--- config.mk ---
export PLATFORM = sky130hd
export DESIGN_NAME = dmach_top
export DESIGN_NICKNAME = d
export VERILOG_FILES = /design/src/rtl/dmach_pkg.sv /design/src/rtl/dmach_csr.sv /design/src/rtl/dmach_buf.sv /design/src/rtl/dmach_seq.sv /design/src/rtl/dmach_top.sv
export SDC_FILE = /design/constraint.sdc
export NUM_CORES = 1
export LEC_CHECK = 0
export ABC_CLOCK_PERIOD_IN_PS = 5700
export BUFFER_PORTS_ARGS = -buffer_cell sky130_fd_sc_hd__buf_2
export CAP_MARGIN = 20
export CORE_MARGIN = 4
export CORE_UTILIZATION = 43
export DETAILED_ROUTE_END_ITERATION = 7
export PLACE_DENSITY_LB_ADDON = 0.12
export SKIP_CTS_REPAIR_TIMING = 1
export SLEW_MARGIN = 30
export SYNTH_ARGS = -nofsm -noshare
export SYNTH_HDL_FRONTEND = slang
export SYNTH_SLANG_ARGS = --single-unit
--- constraint.sdc ---
create_clock -name clk -period 5.7 [get_ports clk]
set_input_delay 0.285 -clock clk [delete_from_list [all_inputs] [get_ports clk]]
set_output_delay 0.285 -clock clk [all_outputs]
set_load 0.05 [all_outputs]
--- src/rtl/dmach_pkg.sv ---
package dmach_pkg;

  localparam int unsigned CSR_W   = 8;
  localparam int unsigned B_RUN   = 0;
  localparam int unsigned B_IE    = 1;
  localparam int unsigned B_ERR   = 2;
  localparam int unsigned B_DONEA = 3;
  localparam int unsigned B_STA   = 4;
  localparam int unsigned B_DONEB = 5;
  localparam int unsigned B_STB   = 6;
  localparam int unsigned B_BIU   = 7;

  localparam logic [2:0] RI_CSR   = 3'd0;
  localparam logic [2:0] RI_SET   = 3'd1;
  localparam logic [2:0] RI_CLR   = 3'd2;
  localparam logic [2:0] RI_CFG   = 3'd3;
  localparam logic [2:0] RI_A_ADR = 3'd4;
  localparam logic [2:0] RI_A_CNT = 3'd5;
  localparam logic [2:0] RI_B_ADR = 3'd6;
  localparam logic [2:0] RI_B_CNT = 3'd7;

  typedef struct packed {
    logic [23:0] dev;
    logic        dir;
    logic        wide;
    logic        burst8;
    logic        bigend;
  } chan_cfg_t;

  typedef enum logic {SQ_IDLE = 1'b0, SQ_BUSY = 1'b1} seq_state_e;

endpackage

--- src/rtl/dmach_csr.sv ---
module dmach_csr
  import dmach_pkg::*;
(
  input  logic             clk,
  input  logic             rst_n,
  input  logic             set_we,
  input  logic             clr_we,
  input  logic [CSR_W-1:0] wbits,
  input  logic             done_evt,
  input  logic             err_evt,
  input  logic             swap_evt,
  output logic [CSR_W-1:0] csr_o,
  output logic             irq_o
);

  logic [CSR_W-1:0] csr_q;
  logic [CSR_W-1:0] hw_nxt;
  logic [CSR_W-1:0] csr_nxt;
  logic             csr_en;

  // channel events first, software aliases applied on top
  always_comb begin
    hw_nxt = csr_q;
    if (done_evt) begin
      if (csr_q[B_BIU]) begin
        hw_nxt[B_STB]   = 1'b0;
        hw_nxt[B_DONEB] = 1'b1;
      end else begin
        hw_nxt[B_STA]   = 1'b0;
        hw_nxt[B_DONEA] = 1'b1;
      end
      hw_nxt[B_BIU] = ~csr_q[B_BIU];
    end
    if (swap_evt) hw_nxt[B_BIU] = ~csr_q[B_BIU];
    if (err_evt) begin
      hw_nxt[B_ERR] = 1'b1;
      hw_nxt[B_RUN] = 1'b0;
    end
    csr_nxt = hw_nxt;
    if (clr_we) csr_nxt = csr_nxt & ~wbits;
    if (set_we) csr_nxt = csr_nxt | wbits;
    csr_en = set_we | clr_we | done_evt | err_evt | swap_evt;
  end

  always_ff @(posedge clk or negedge rst_n) begin
    if (!rst_n)      csr_q <= '0;
    else if (csr_en) csr_q <= csr_nxt;
  end

  assign csr_o = csr_q;
  assign irq_o = csr_q[B_IE] & (csr_q[B_DONEA] | csr_q[B_DONEB] | csr_q[B_ERR]);

  a_r10_err_sticky: assert property (@(posedge clk) disable iff (!rst_n)
    (csr_q[B_ERR] && !(clr_we && wbits[B_ERR])) |=> csr_q[B_ERR]);

  a_r6_done_flips_biu: assert property (@(posedge clk) disable iff (!rst_n)
    (done_evt && !set_we && !clr_we) |=> (csr_q[B_BIU] != $past(csr_q[B_BIU])));

  a_r2_zero_write_noop: assert property (@(posedge clk) disable iff (!rst_n)
    ((set_we || clr_we) && wbits == '0 && !done_evt && !err_evt && !swap_evt)
      |=> $stable(csr_q));

endmodule

--- src/rtl/dmach_buf.sv ---
module dmach_buf #(
  parameter int unsigned ADDR_W = 32,
  parameter int unsigned CNT_W  = 16
) (
  input  logic              clk,
  input  logic              rst_n,
  input  logic              adr_we,
  input  logic              cnt_we,
  input  logic [ADDR_W-1:0] adr_wdata,
  input  logic [CNT_W-1:0]  cnt_wdata,
  input  logic              step,
  input  logic [3:0]        blen,
  output logic [ADDR_W-1:0] adr_o,
  output logic [CNT_W-1:0]  cnt_o,
  output logic              last_o,
  output logic              zero_o
);

  localparam int unsigned AP = ADDR_W - 4;
  localparam int unsigned CP = CNT_W - 4;

  logic [ADDR_W-1:0] adr_q, adr_nxt;
  logic [CNT_W-1:0]  cnt_q, cnt_nxt;
  logic [CNT_W-1:0]  blen_c;
  logic              adr_en, cnt_en;

  always_comb begin
    blen_c  = {{CP{1'b0}}, blen};
    last_o  = (cnt_q <= blen_c);
    zero_o  = (cnt_q == '0);
    adr_en  = adr_we | step;
    cnt_en  = cnt_we | step;
    adr_nxt = adr_we ? adr_wdata : adr_q + {{AP{1'b0}}, blen};
    if (cnt_we)      cnt_nxt = cnt_wdata;
    else if (last_o) cnt_nxt = '0;
    else             cnt_nxt = cnt_q - blen_c;
  end

  always_ff @(posedge clk or negedge rst_n) begin
    if (!rst_n)      adr_q <= '0;
    else if (adr_en) adr_q <= adr_nxt;
  end

  always_ff @(posedge clk or negedge rst_n) begin
    if (!rst_n)      cnt_q <= '0;
    else if (cnt_en) cnt_q <= cnt_nxt;
  end

  assign adr_o = adr_q;
  assign cnt_o = cnt_q;

  a_r5_count_never_rises: assert property (@(posedge clk) disable iff (!rst_n)
    !cnt_we |=> (cnt_q <= $past(cnt_q)));

endmodule

--- src/rtl/dmach_seq.sv ---
module dmach_seq
  import dmach_pkg::*;
(
  input  logic clk,
  input  logic rst_n,
  input  logic run,
  input  logic start_cur,
  input  logic start_oth,
  input  logic zero_cur,
  input  logic last_cur,
  input  logic zero_oth,
  input  logic dev_rdy,
  input  logic mem_ack,
  input  logic mem_err,
  output logic mem_req,
  output logic dev_ack,
  output logic step,
  output logic done_evt,
  output logic err_evt,
  output logic swap_evt
);

  seq_state_e st_q, st_nxt;

  always_comb begin
    st_nxt   = st_q;
    step     = 1'b0;
    dev_ack  = 1'b0;
    done_evt = 1'b0;
    err_evt  = 1'b0;
    swap_evt = 1'b0;
    unique case (st_q)
      SQ_IDLE: begin
        if (run) begin
          if (start_cur) begin
            if (zero_cur)     done_evt = 1'b1;
            else if (dev_rdy) st_nxt   = SQ_BUSY;
          end else if (start_oth) begin
            swap_evt = 1'b1;
          end
        end
      end
      SQ_BUSY: begin
        if (mem_err) begin
          err_evt = 1'b1;
          st_nxt  = SQ_IDLE;
        end else if (mem_ack) begin
          step    = 1'b1;
          dev_ack = 1'b1;
          if (last_cur) begin
            done_evt = 1'b1;
            st_nxt   = (run && dev_rdy && start_oth && !zero_oth) ? SQ_BUSY : SQ_IDLE;
          end else if (!(run && dev_rdy)) begin
            st_nxt = SQ_IDLE;
          end
        end
      end
      default: st_nxt = SQ_IDLE;
    endcase
  end

  always_ff @(posedge clk or negedge rst_n) begin
    if (!rst_n) st_q <= SQ_IDLE;
    else        st_q <= st_nxt;
  end

  assign mem_req = (st_q == SQ_BUSY);

  a_r9_req_needs_run: assert property (@(posedge clk) disable iff (!rst_n)
    $rose(mem_req) |-> ($past(run) && $past(dev_rdy)));

  a_r13_req_held: assert property (@(posedge clk) disable iff (!rst_n)
    (mem_req && !mem_ack && !mem_err) |=> mem_req);

endmodule

--- src/rtl/dmach_top.sv ---
module dmach_top
  import dmach_pkg::*;
#(
  parameter int unsigned ADDR_W = 32,
  parameter int unsigned CNT_W  = 16
) (
  input  logic              clk,
  input  logic              rst_n,
  input  logic              reg_we,
  input  logic [2:0]        reg_addr,
  input  logic [31:0]       reg_wdata,
  output logic [31:0]       reg_rdata,
  output logic              mem_req,
  output logic              mem_we,
  output logic [ADDR_W-1:0] mem_addr,
  output logic              mem_burst8,
  input  logic              mem_ack,
  input  logic              mem_err,
  input  logic              dev_rdy,
  output logic              dev_ack,
  output logic [23:0]       dev_sel,
  output logic              dev_wide,
  output logic              dev_bigend,
  output logic              chan_idle,
  output logic              irq
);

  localparam int unsigned NBUF = 2;

  // reset: asserted at once, released through two flops
  logic rst_s0, rst_s1, rst_i;
  always_ff @(posedge clk or negedge rst_n) begin
    if (!rst_n) begin
      rst_s0 <= 1'b0;
      rst_s1 <= 1'b0;
    end else begin
      rst_s0 <= 1'b1;
      rst_s1 <= rst_s0;
    end
  end
  assign rst_i = rst_s1;

  // configuration register
  chan_cfg_t cfg_q, cfg_nxt;
  logic      cfg_en;
  always_comb begin
    cfg_en  = reg_we && (reg_addr == RI_CFG);
    cfg_nxt = '{dev: reg_wdata[31:8], dir: reg_wdata[4], wide: reg_wdata[3],
                burst8: reg_wdata[2], bigend: reg_wdata[1]};
  end
  always_ff @(posedge clk or negedge rst_i) begin
    if (!rst_i)      cfg_q <= '0;
    else if (cfg_en) cfg_q <= cfg_nxt;
  end

  // control/status word
  logic [CSR_W-1:0] csr;
  logic done_evt, err_evt, swap_evt, seq_step;

  dmach_csr u_csr (
    .clk      (clk),
    .rst_n    (rst_i),
    .set_we   (reg_we && reg_addr == RI_SET),
    .clr_we   (reg_we && reg_addr == RI_CLR),
    .wbits    (reg_wdata[CSR_W-1:0]),
    .done_evt (done_evt),
    .err_evt  (err_evt),
    .swap_evt (swap_evt),
    .csr_o    (csr),
    .irq_o    (irq)
  );

  // buffer descriptors
  logic [3:0]        blen;
  logic [ADDR_W-1:0] b_adr  [NBUF];
  logic [CNT_W-1:0]  b_cnt  [NBUF];
  logic [NBUF-1:0]   b_last, b_zero;
  logic              biu;

  assign blen = cfg_q.burst8 ? 4'd8 : 4'd4;
  assign biu  = csr[B_BIU];

  for (genvar g = 0; g < NBUF; g++) begin : g_buf
    localparam logic [2:0] IDX_ADR = 3'(4 + 2 * g);
    localparam logic [2:0] IDX_CNT = 3'(5 + 2 * g);
    dmach_buf #(.ADDR_W(ADDR_W), .CNT_W(CNT_W)) u_buf (
      .clk       (clk),
      .rst_n     (rst_i),
      .adr_we    (reg_we && reg_addr == IDX_ADR),
      .cnt_we    (reg_we && reg_addr == IDX_CNT),
      .adr_wdata (reg_wdata[ADDR_W-1:0]),
      .cnt_wdata (reg_wdata[CNT_W-1:0]),
      .step      (seq_step && (biu == 1'(g))),
      .blen      (blen),
      .adr_o     (b_adr[g]),
      .cnt_o     (b_cnt[g]),
      .last_o    (b_last[g]),
      .zero_o    (b_zero[g])
    );
  end

  // sequencer
  logic start_a, start_b, start_cur, start_oth;
  assign start_a   = csr[B_STA];
  assign start_b   = csr[B_STB];
  assign start_cur = biu ? start_b : start_a;
  assign start_oth = biu ? start_a : start_b;

  dmach_seq u_seq (
    .clk       (clk),
    .rst_n     (rst_i),
    .run       (csr[B_RUN]),
    .start_cur (start_cur),
    .start_oth (start_oth),
    .zero_cur  (b_zero[biu]),
    .last_cur  (b_last[biu]),
    .zero_oth  (b_zero[~biu]),
    .dev_rdy   (dev_rdy),
    .mem_ack   (mem_ack),
    .mem_err   (mem_err),
    .mem_req   (mem_req),
    .dev_ack   (dev_ack),
    .step      (seq_step),
    .done_evt  (done_evt),
    .err_evt   (err_evt),
    .swap_evt  (swap_evt)
  );

  assign mem_addr   = b_adr[biu];
  assign mem_we     = cfg_q.dir;
  assign mem_burst8 = cfg_q.burst8;
  assign dev_sel    = cfg_q.dev;
  assign dev_wide   = cfg_q.wide;
  assign dev_bigend = cfg_q.bigend;
  assign chan_idle  = ~(start_a | start_b);

  // register read
  always_comb begin
    unique case (reg_addr)
      RI_CSR, RI_SET, RI_CLR: reg_rdata = 32'(csr);
      RI_CFG:   reg_rdata = {cfg_q.dev, 3'b000, cfg_q.dir, cfg_q.wide,
                             cfg_q.burst8, cfg_q.bigend, 1'b0};
      RI_A_ADR: reg_rdata = 32'(b_adr[0]);
      RI_A_CNT: reg_rdata = 32'(b_cnt[0]);
      RI_B_ADR: reg_rdata = 32'(b_adr[1]);
      default:  reg_rdata = 32'(b_cnt[1]);
    endcase
  end

  a_r10_error_stops_run: assert property (@(posedge clk) disable iff (!rst_i)
    (mem_req && mem_err && !reg_we) |=> !csr[B_RUN]);

  a_r13_addr_held: assert property (@(posedge clk) disable iff (!rst_i)
    (mem_req && !mem_ack && !mem_err && !reg_we) |=> $stable(mem_addr));

endmodule

After elaboration in Yosys (flattened, before gate mapping)
Cells that the tools add are included.
{"block": "totals", "register_bits": 135, "input_bits": 41, "elab_cells": 118}
{"block": "classes", "n_lt_le_gt_ge": 5, "muxes": 53, "reduce_logical": 17, "eq_ne": 7, "n_bitwise": 19, "n_addsub": 4}
{"cell": "32-bit 2-to-1 mux", "count": 5}
{"cell": "32-bit one-hot mux with 5 select lines", "count": 1}
{"cell": "32-bit by 4-bit adder with 32-bit output", "count": 2}
{"cell": "16-bit 2-to-1 mux", "count": 4}
{"cell": "1-bit 2-to-1 mux", "count": 35}
{"cell": "16-bit by 4-bit less-or-equal comparator with 1-bit output", "count": 2}
{"cell": "16-bit logical NOT", "count": 2}
{"cell": "16-bit by 4-bit subtractor with 16-bit output", "count": 2}
{"cell": "8-bit 2-to-1 mux", "count": 2}
{"cell": "3-bit equality test, second input constant", "count": 4}
{"cell": "1-bit logical AND", "count": 12}
{"cell": "1-bit OR", "count": 11}
{"cell": "8-bit AND", "count": 1}
{"cell": "8-bit inverter", "count": 1}
{"cell": "8-bit OR", "count": 1}
{"cell": "3-bit by 2-bit equality test with 1-bit output, second input constant", "count": 2}
{"cell": "5-bit 2-to-1 mux", "count": 1}
{"cell": "1-bit by 2-bit less-than comparator with 1-bit output, second input constant", "count": 2}
{"cell": "2-bit 2-to-1 mux", "count": 2}
{"cell": "4-bit 2-to-1 mux", "count": 1}
{"cell": "1-bit one-hot mux with 2 select lines", "count": 2}
{"cell": "3-bit by 1-bit equality test with 1-bit output, second input constant", "count": 1}
{"cell": "3-bit logical NOT", "count": 1}
{"cell": "1-bit inverter", "count": 3}
{"cell": "other kinds (5)", "count": 5}

Logic depth before layout (Yosys ltp)
{"block": "logic_depth", "ltp_word": 14, "mapped_depth": 10, "depth_no_buf": 9}

Cells and area by module
A second synthesis with hierarchy kept.
{"block": "unflattened", "cells_unflattened": 1000, "hier_area_um2": 9379.0}
{"module": "dmach_buf (g_buf[0].u_buf)", "area_each_um2": 3110.5, "n_inst": 1, "cells_per_inst": 354, "seq_area_each_um2": 1201.2}
{"module": "dmach_buf (g_buf[1].u_buf)", "area_each_um2": 3040.4, "n_inst": 1, "cells_per_inst": 342, "seq_area_each_um2": 1201.2}
{"module": "dmach_top", "area_each_um2": 2736.4, "n_inst": 1, "cells_per_inst": 255, "seq_area_each_um2": 750.7}
{"module": "dmach_csr", "area_each_um2": 361.6, "n_inst": 1, "cells_per_inst": 35, "seq_area_each_um2": 200.2}
{"module": "dmach_seq", "area_each_um2": 130.1, "n_inst": 1, "cells_per_inst": 14, "seq_area_each_um2": 25.0}

Least setup slack after synthesis
OpenSTA, ideal clock, no wires.
{"block": "synth_timing", "path_kind": "flip-flop to flip-flop", "start": "reg cfg_q (netlist bit mem_burst8)", "end": "reg g_buf[0].u_buf.cnt_q[7]", "path_stages_with_launch": 8, "setup_slack_ns": 2.881, "required_time_ns": 5.623, "setup_ns": 0.077, "arrival_time_ns": 2.741, "path_cell_list": "dfrtp_1 -> inv_1 -> ha_1 -> fa_1 -> or2_2 -> and2_1 -> or3_1 -> a21oi_1"}
{"block": "synth_via", "elab_chain_len": 4, "elab_cells_between_ends": 5, "cone_classes": "add/sub (1); order compare (1); mux (3)"}
{"element": "start, declared", "line_no": "dmach_top.sv:44", "source": "chan_cfg_t cfg_q, cfg_nxt;"}
{"element": "start signal, assigned", "line_no": "dmach_top.sv:53", "source": "else if (cfg_en) cfg_q <= cfg_nxt;"}
{"element": "4-bit 2-to-1 mux *", "line_no": "dmach_top.sv:80", "source": "assign blen = cfg_q.burst8 ? 4'd8 : 4'd4;"}
{"element": "16-bit by 4-bit subtractor with 16-bit output or 16-bit by 4-bit less-or-equal comparator with 1-bit output (tied branches)", "line_no": "dmach_buf.sv:36, dmach_buf.sv:29"}
{"element": "16-bit 2-to-1 mux *", "line_no": "dmach_buf.sv:35", "source": "else if (last_o) cnt_nxt = '0;"}
{"element": "16-bit 2-to-1 mux *", "line_no": "dmach_buf.sv:34", "source": "if (cnt_we) cnt_nxt = cnt_wdata;"}
{"element": "end signal, assigned", "line_no": "dmach_buf.sv:46", "source": "else if (cnt_en) cnt_q <= cnt_nxt;"}
{"element": "end, declared", "line_no": "dmach_buf.sv:23", "source": "logic [CNT_W-1:0] cnt_q, cnt_nxt;"}
Every way passes the cells marked *; elsewhere a longest branch is shown, timed or not.
A chain may end at the register's enable or synchronous reset.

Worst setup path after layout
{"block": "layout_timing", "start": "in reg_addr[1]", "end": "out reg_rdata[31]"}
{"block": "layout_via", "elab_chain_len": 3, "elab_cells_between_ends": 9, "cone_classes": "eq/ne (6); mux (1); reduce/logical (2)"}
{"element": "start, declared", "line_no": "dmach_top.sv:10", "source": "input logic [2:0] reg_addr,"}
{"element": "3-bit by 1-bit equality test with 1-bit output (tied with other cells)", "line_no": "dmach_top.sv:139", "source": "unique case (reg_addr)"}
{"element": "3-bit OR reduction", "line_no": "dmach_top.sv:139"}
{"element": "32-bit one-hot mux with 5 select lines *", "line_no": "dmach_top.sv:139"}
{"element": "end, declared", "line_no": "dmach_top.sv:12", "source": "output logic [31:0] reg_rdata,"}
Marks and branches as above.

==> metrics.csv <==
stage;metric;value;unit
global_route;vias in the first global route;7620;
synth;mean post-synth cell area;9.205;um^2
synth;sequential area share after synthesis;38.55;%
synth;Synth Warn #;0;
synth;Synth area leader;dfrtp_1;
detailed_routing;final wirelength;27270;um
critical_path;crit-path max cell delay;510;ps
global_route;GRT overflow;0;
pwr;Power per Cell Area;447.0;nW/um^2
placement;dpl hpwl;19380;um
timing;Hold Fails Final Rpt;0;
placement;number of port buffers;136;
timing;slew margin rel.;43.12;%
timing;TNS Setup;0;ps
pwr;combinational power share;42.5;%
timing;RSZ-0062 raised after global routing;no;
die;total core area;19780;um^2
critical_path;Critical Path Source;reg_addr[1];
clock_network;CTS buffer count;17;
timing;Achievable Freq;335.6;MHz
critical_path;slowest library cell on the worst path;buf_2;
final_layout;Layout Nets;1119;
critical_path;register-to-register setup slack;2800;ps
synth;register bit total from synthesis;135;
die;io pins;137;
global_route;largest net degree at the start of global routing;62;
synth;Post-Synthesis Cells;952;
hold_path;worst hold path class;in2reg;
clock_network;CTS Sinks;135;
critical_path;Worst setup SP type;input pin;
die;Vert. Die Dim;150.8;um
detailed_routing;drt pass-1 iters;6;
timing;fin crit share;52.28;%
pwr;Clk pwr share;24.6;%
pwr;sequential fraction of design power;32.9;%
global_route;met3 usage;5.148;%
clock_network;Skew-Pair Late Insertion Delay;430;ps
synth;share of the synthesized area in the top cell type;38.55;%
synth;Post-synth EDFFs;0;
run;Max Cap Viol;0;
detailed_routing;Wirelength per Cell;20.29;um
global_route;met1 GRT Util;33.80;%
timing;final-report max-slew violation count;0;
critical_path;WP data required;5410;ps
critical_path;worst path cell trace;buf_2 > buf_4 > nand2_1 > nor2_1 > buf_4 > nand2_1 > o21ai_0 > buf_2;
synth;leading register cell type out of synthesis;dfrtp_1;
timing;Slew @ Worst Pin;853.1;ps
global_route;antenna violations before repair;0;
die;Die W;150.8;um
synth;post-synthesis cell area;8763;um^2
placement;routability cong.;0.8578;
status;status;finished, final reports clean;
detailed_routing;drt drc;0;
timing;Clock Skew;13.16;ps
clock_network;H-tree Lvls;4;
synth;asr flop ratio synth;100.0;%
final_layout;most common cell after layout, fill and taps aside;buf_2;
clock_network;CTS tree;yes;
pwr;Leakage Power;4.299;nW
global_route;Total GRT Usage;24.63;%
final_layout;number of diodes;0;
final_layout;P&R area growth vs syn;17.02;%
die;site row count;51;
timing;final setup fails;0;
die;die area;22730;um^2
synth;dominant cells by area after synthesis;dfrtp_1 (39%), mux2_2 (8.9%), nand2_1 (5.7%), o21ai_0 (4.7%), xnor2_1 (4.1%);
global_route;first-pass GRT wire length;42950;um
final_layout;most frequent cells in the layout;buf_2 (136), dfrtp_1 (133), nand2_1 (131);
detailed_routing;1st-iter DRT viols;533;
synth;syn_nets;1005;
final_layout;share of post-route cells with drive strength above 1;26.78;%
critical_path;critical path peak fanout;24;
global_route;GR Util met2;39.43;%
detailed_routing;vias per inst;5.717;
hold_path;Worst Min Path Start;reg_wdata[17];
detailed_routing;DRT antenna net count;0;
critical_path;Critical Path AT;2690;ps
clock_network;clock-pin slew on the worst setup and hold paths;60;ps
pwr;sw frac;45.88;%
final_layout;Fillers;1945;
critical_path;kind of critical path;in2out;
synth;Yosys cell types;69;
critical_path;crit end category;output pin;
detailed_routing;routed via count;7684;
die;Starting Density;44.30;%
pwr;internal cell power;2.481;mW
pwr;P_sw;2.103;mW
global_route;Top Usage Layer GRT;met2;
timing;Final min period;2980;ps
critical_path;worst r2r src;mem_burst8;
pwr;Worst VDD drop;0.2848;mV
clock_network;CTS root buffer;clkbuf_16;
clock_network;CTS max path bufs;2;
pwr;Pwr Total;4.584;mW
==> metrics by stage <==
step                      setup slack [ps]  std cells  instance area [um^2]  hold WS (ps)  utilization [%]
after global placement                2707       1311                  9644         72.13            48.75
after detailed placement              2723       1311                  9649         72.69            48.78
after CTS                             2712       1343                 10240        -392.6            51.76
final                                 2720       1344                 10250         91.28            51.84
after floorplan                       1660        952                  8763        -10.59                -
after global routing                  2547       1344                 10250         90.17            51.84
==> logic make-up (layout without fill, tap and decap cells) <==
logic type               after synthesis  after routing  share of synthesized area, %
AO/OA/AOI/OAI                        191            191                         12.71
XOR/XNOR                              62             62                         6.196
adder cells (fa/ha/maj)               12             12                         2.056
buffers and inverters                 75            202                         3.669
flip-flops                           135            135                         38.55
multiplexers                         108            108                         14.93
other                                  1              1                       0.04279
AND/OR/NAND/NOR                      368            368                         21.84
==> critical path, delay by kind of cell <==
family	cells	cell delay (ps)
AO/OA/AOI/OAI	1	80
AND/OR/NAND/NOR	3	730
buffers and inverters	4	1570
==> final cells by class <==
cell class	instances	area (um^2)	area share [%]
clock buffer	20	446.7	4.356
clock inverter	12	142.6	1.391
inverter	20	75.07	0.7321
multi-input combinational	742	5087	49.61
sequential	135	3383	32.99
tap	265	331.6	3.233
timing repair buffer	150	788.3	7.687
==> synthesized netlist by cell type (3+ instances only) <==
cell,instances
mux2i_1,28
or2_2,4
nand4_1,13
clkbuf_1,33
a22oi_1,4
nor3_2,8
nand3_1,31
nor2_1,75
nand4b_1,4
nor4_2,3
a31oi_1,5
nand2b_1,4
fa_1,4
a22o_1,7
xnor2_1,41
and4_1,8
o21ai_1,4
buf_1,10
mux2_2,69
o31ai_1,5
or3_1,5
nor2b_1,5
ha_1,8
and2_1,5
buf_2,8
mux4_2,10
a21oi_1,55
nor3b_1,4
and3_1,8
a21o_1,3
o21ai_0,83
xor2_1,21
inv_1,20
a32o_1,3
nor4bb_1,5
buf_6,4
a221oi_1,3
dfrtp_1,135
nor4_1,14
nor3_1,22
nand2_1,132
o21a_1,3
==> power groups by stage <==
stage               sequential (mW)  clock [mW]  combinational, mW
finish                         1.51        1.13               1.95
global route                   1.55        1.19               2.09
CTS                            1.51        1.14               1.96
detailed placement             1.52           0               1.95
global placement               1.52           0               1.94
floorplan                      1.58           0               1.38
==> path summary, 6_finish.rpt <==
kind                                                  to  cells after the start
worst min-delay path            g_buf[0].u_buf.adr_o[17]                      3
max in group asynchronous        g_buf[1].u_buf.adr_o[8]                      1
worst max-delay path                       reg_rdata[31]                      8
worst max register to register  g_buf[0].u_buf.cnt_o[14]                      8
worst min register to register                  dev_wide                      0
min in group asynchronous                         rst_s0                      2
==> registers in the layout, indices dropped and copies added (netlist names), named ones only <==
name and cells:
g_buf.u_buf.adr_o 64, g_buf.u_buf.cnt_o 32, dev_sel 24, u_csr.csr_o 7
dev_bigend 1, dev_wide 1, mem_burst8 1, mem_we 1
rst_i 1, rst_s0 1, u_seq.mem_req 1
==> layer usage <==
| layer | wire length (um) | part of all wire, % | vias up |
|---|---|---|---|
| met1 | 12140 | 45 | 3779 |
| met4 | 647 | 2.4 | 0 |
| met3 | 1546 | 5.7 | 38 |
| met5 | 0 | 0 | - |
| li1 | - | - | 3654 |
| met2 | 12930 | 47 | 213 |
Note: power is estimated with default switching activity, not from simulation.
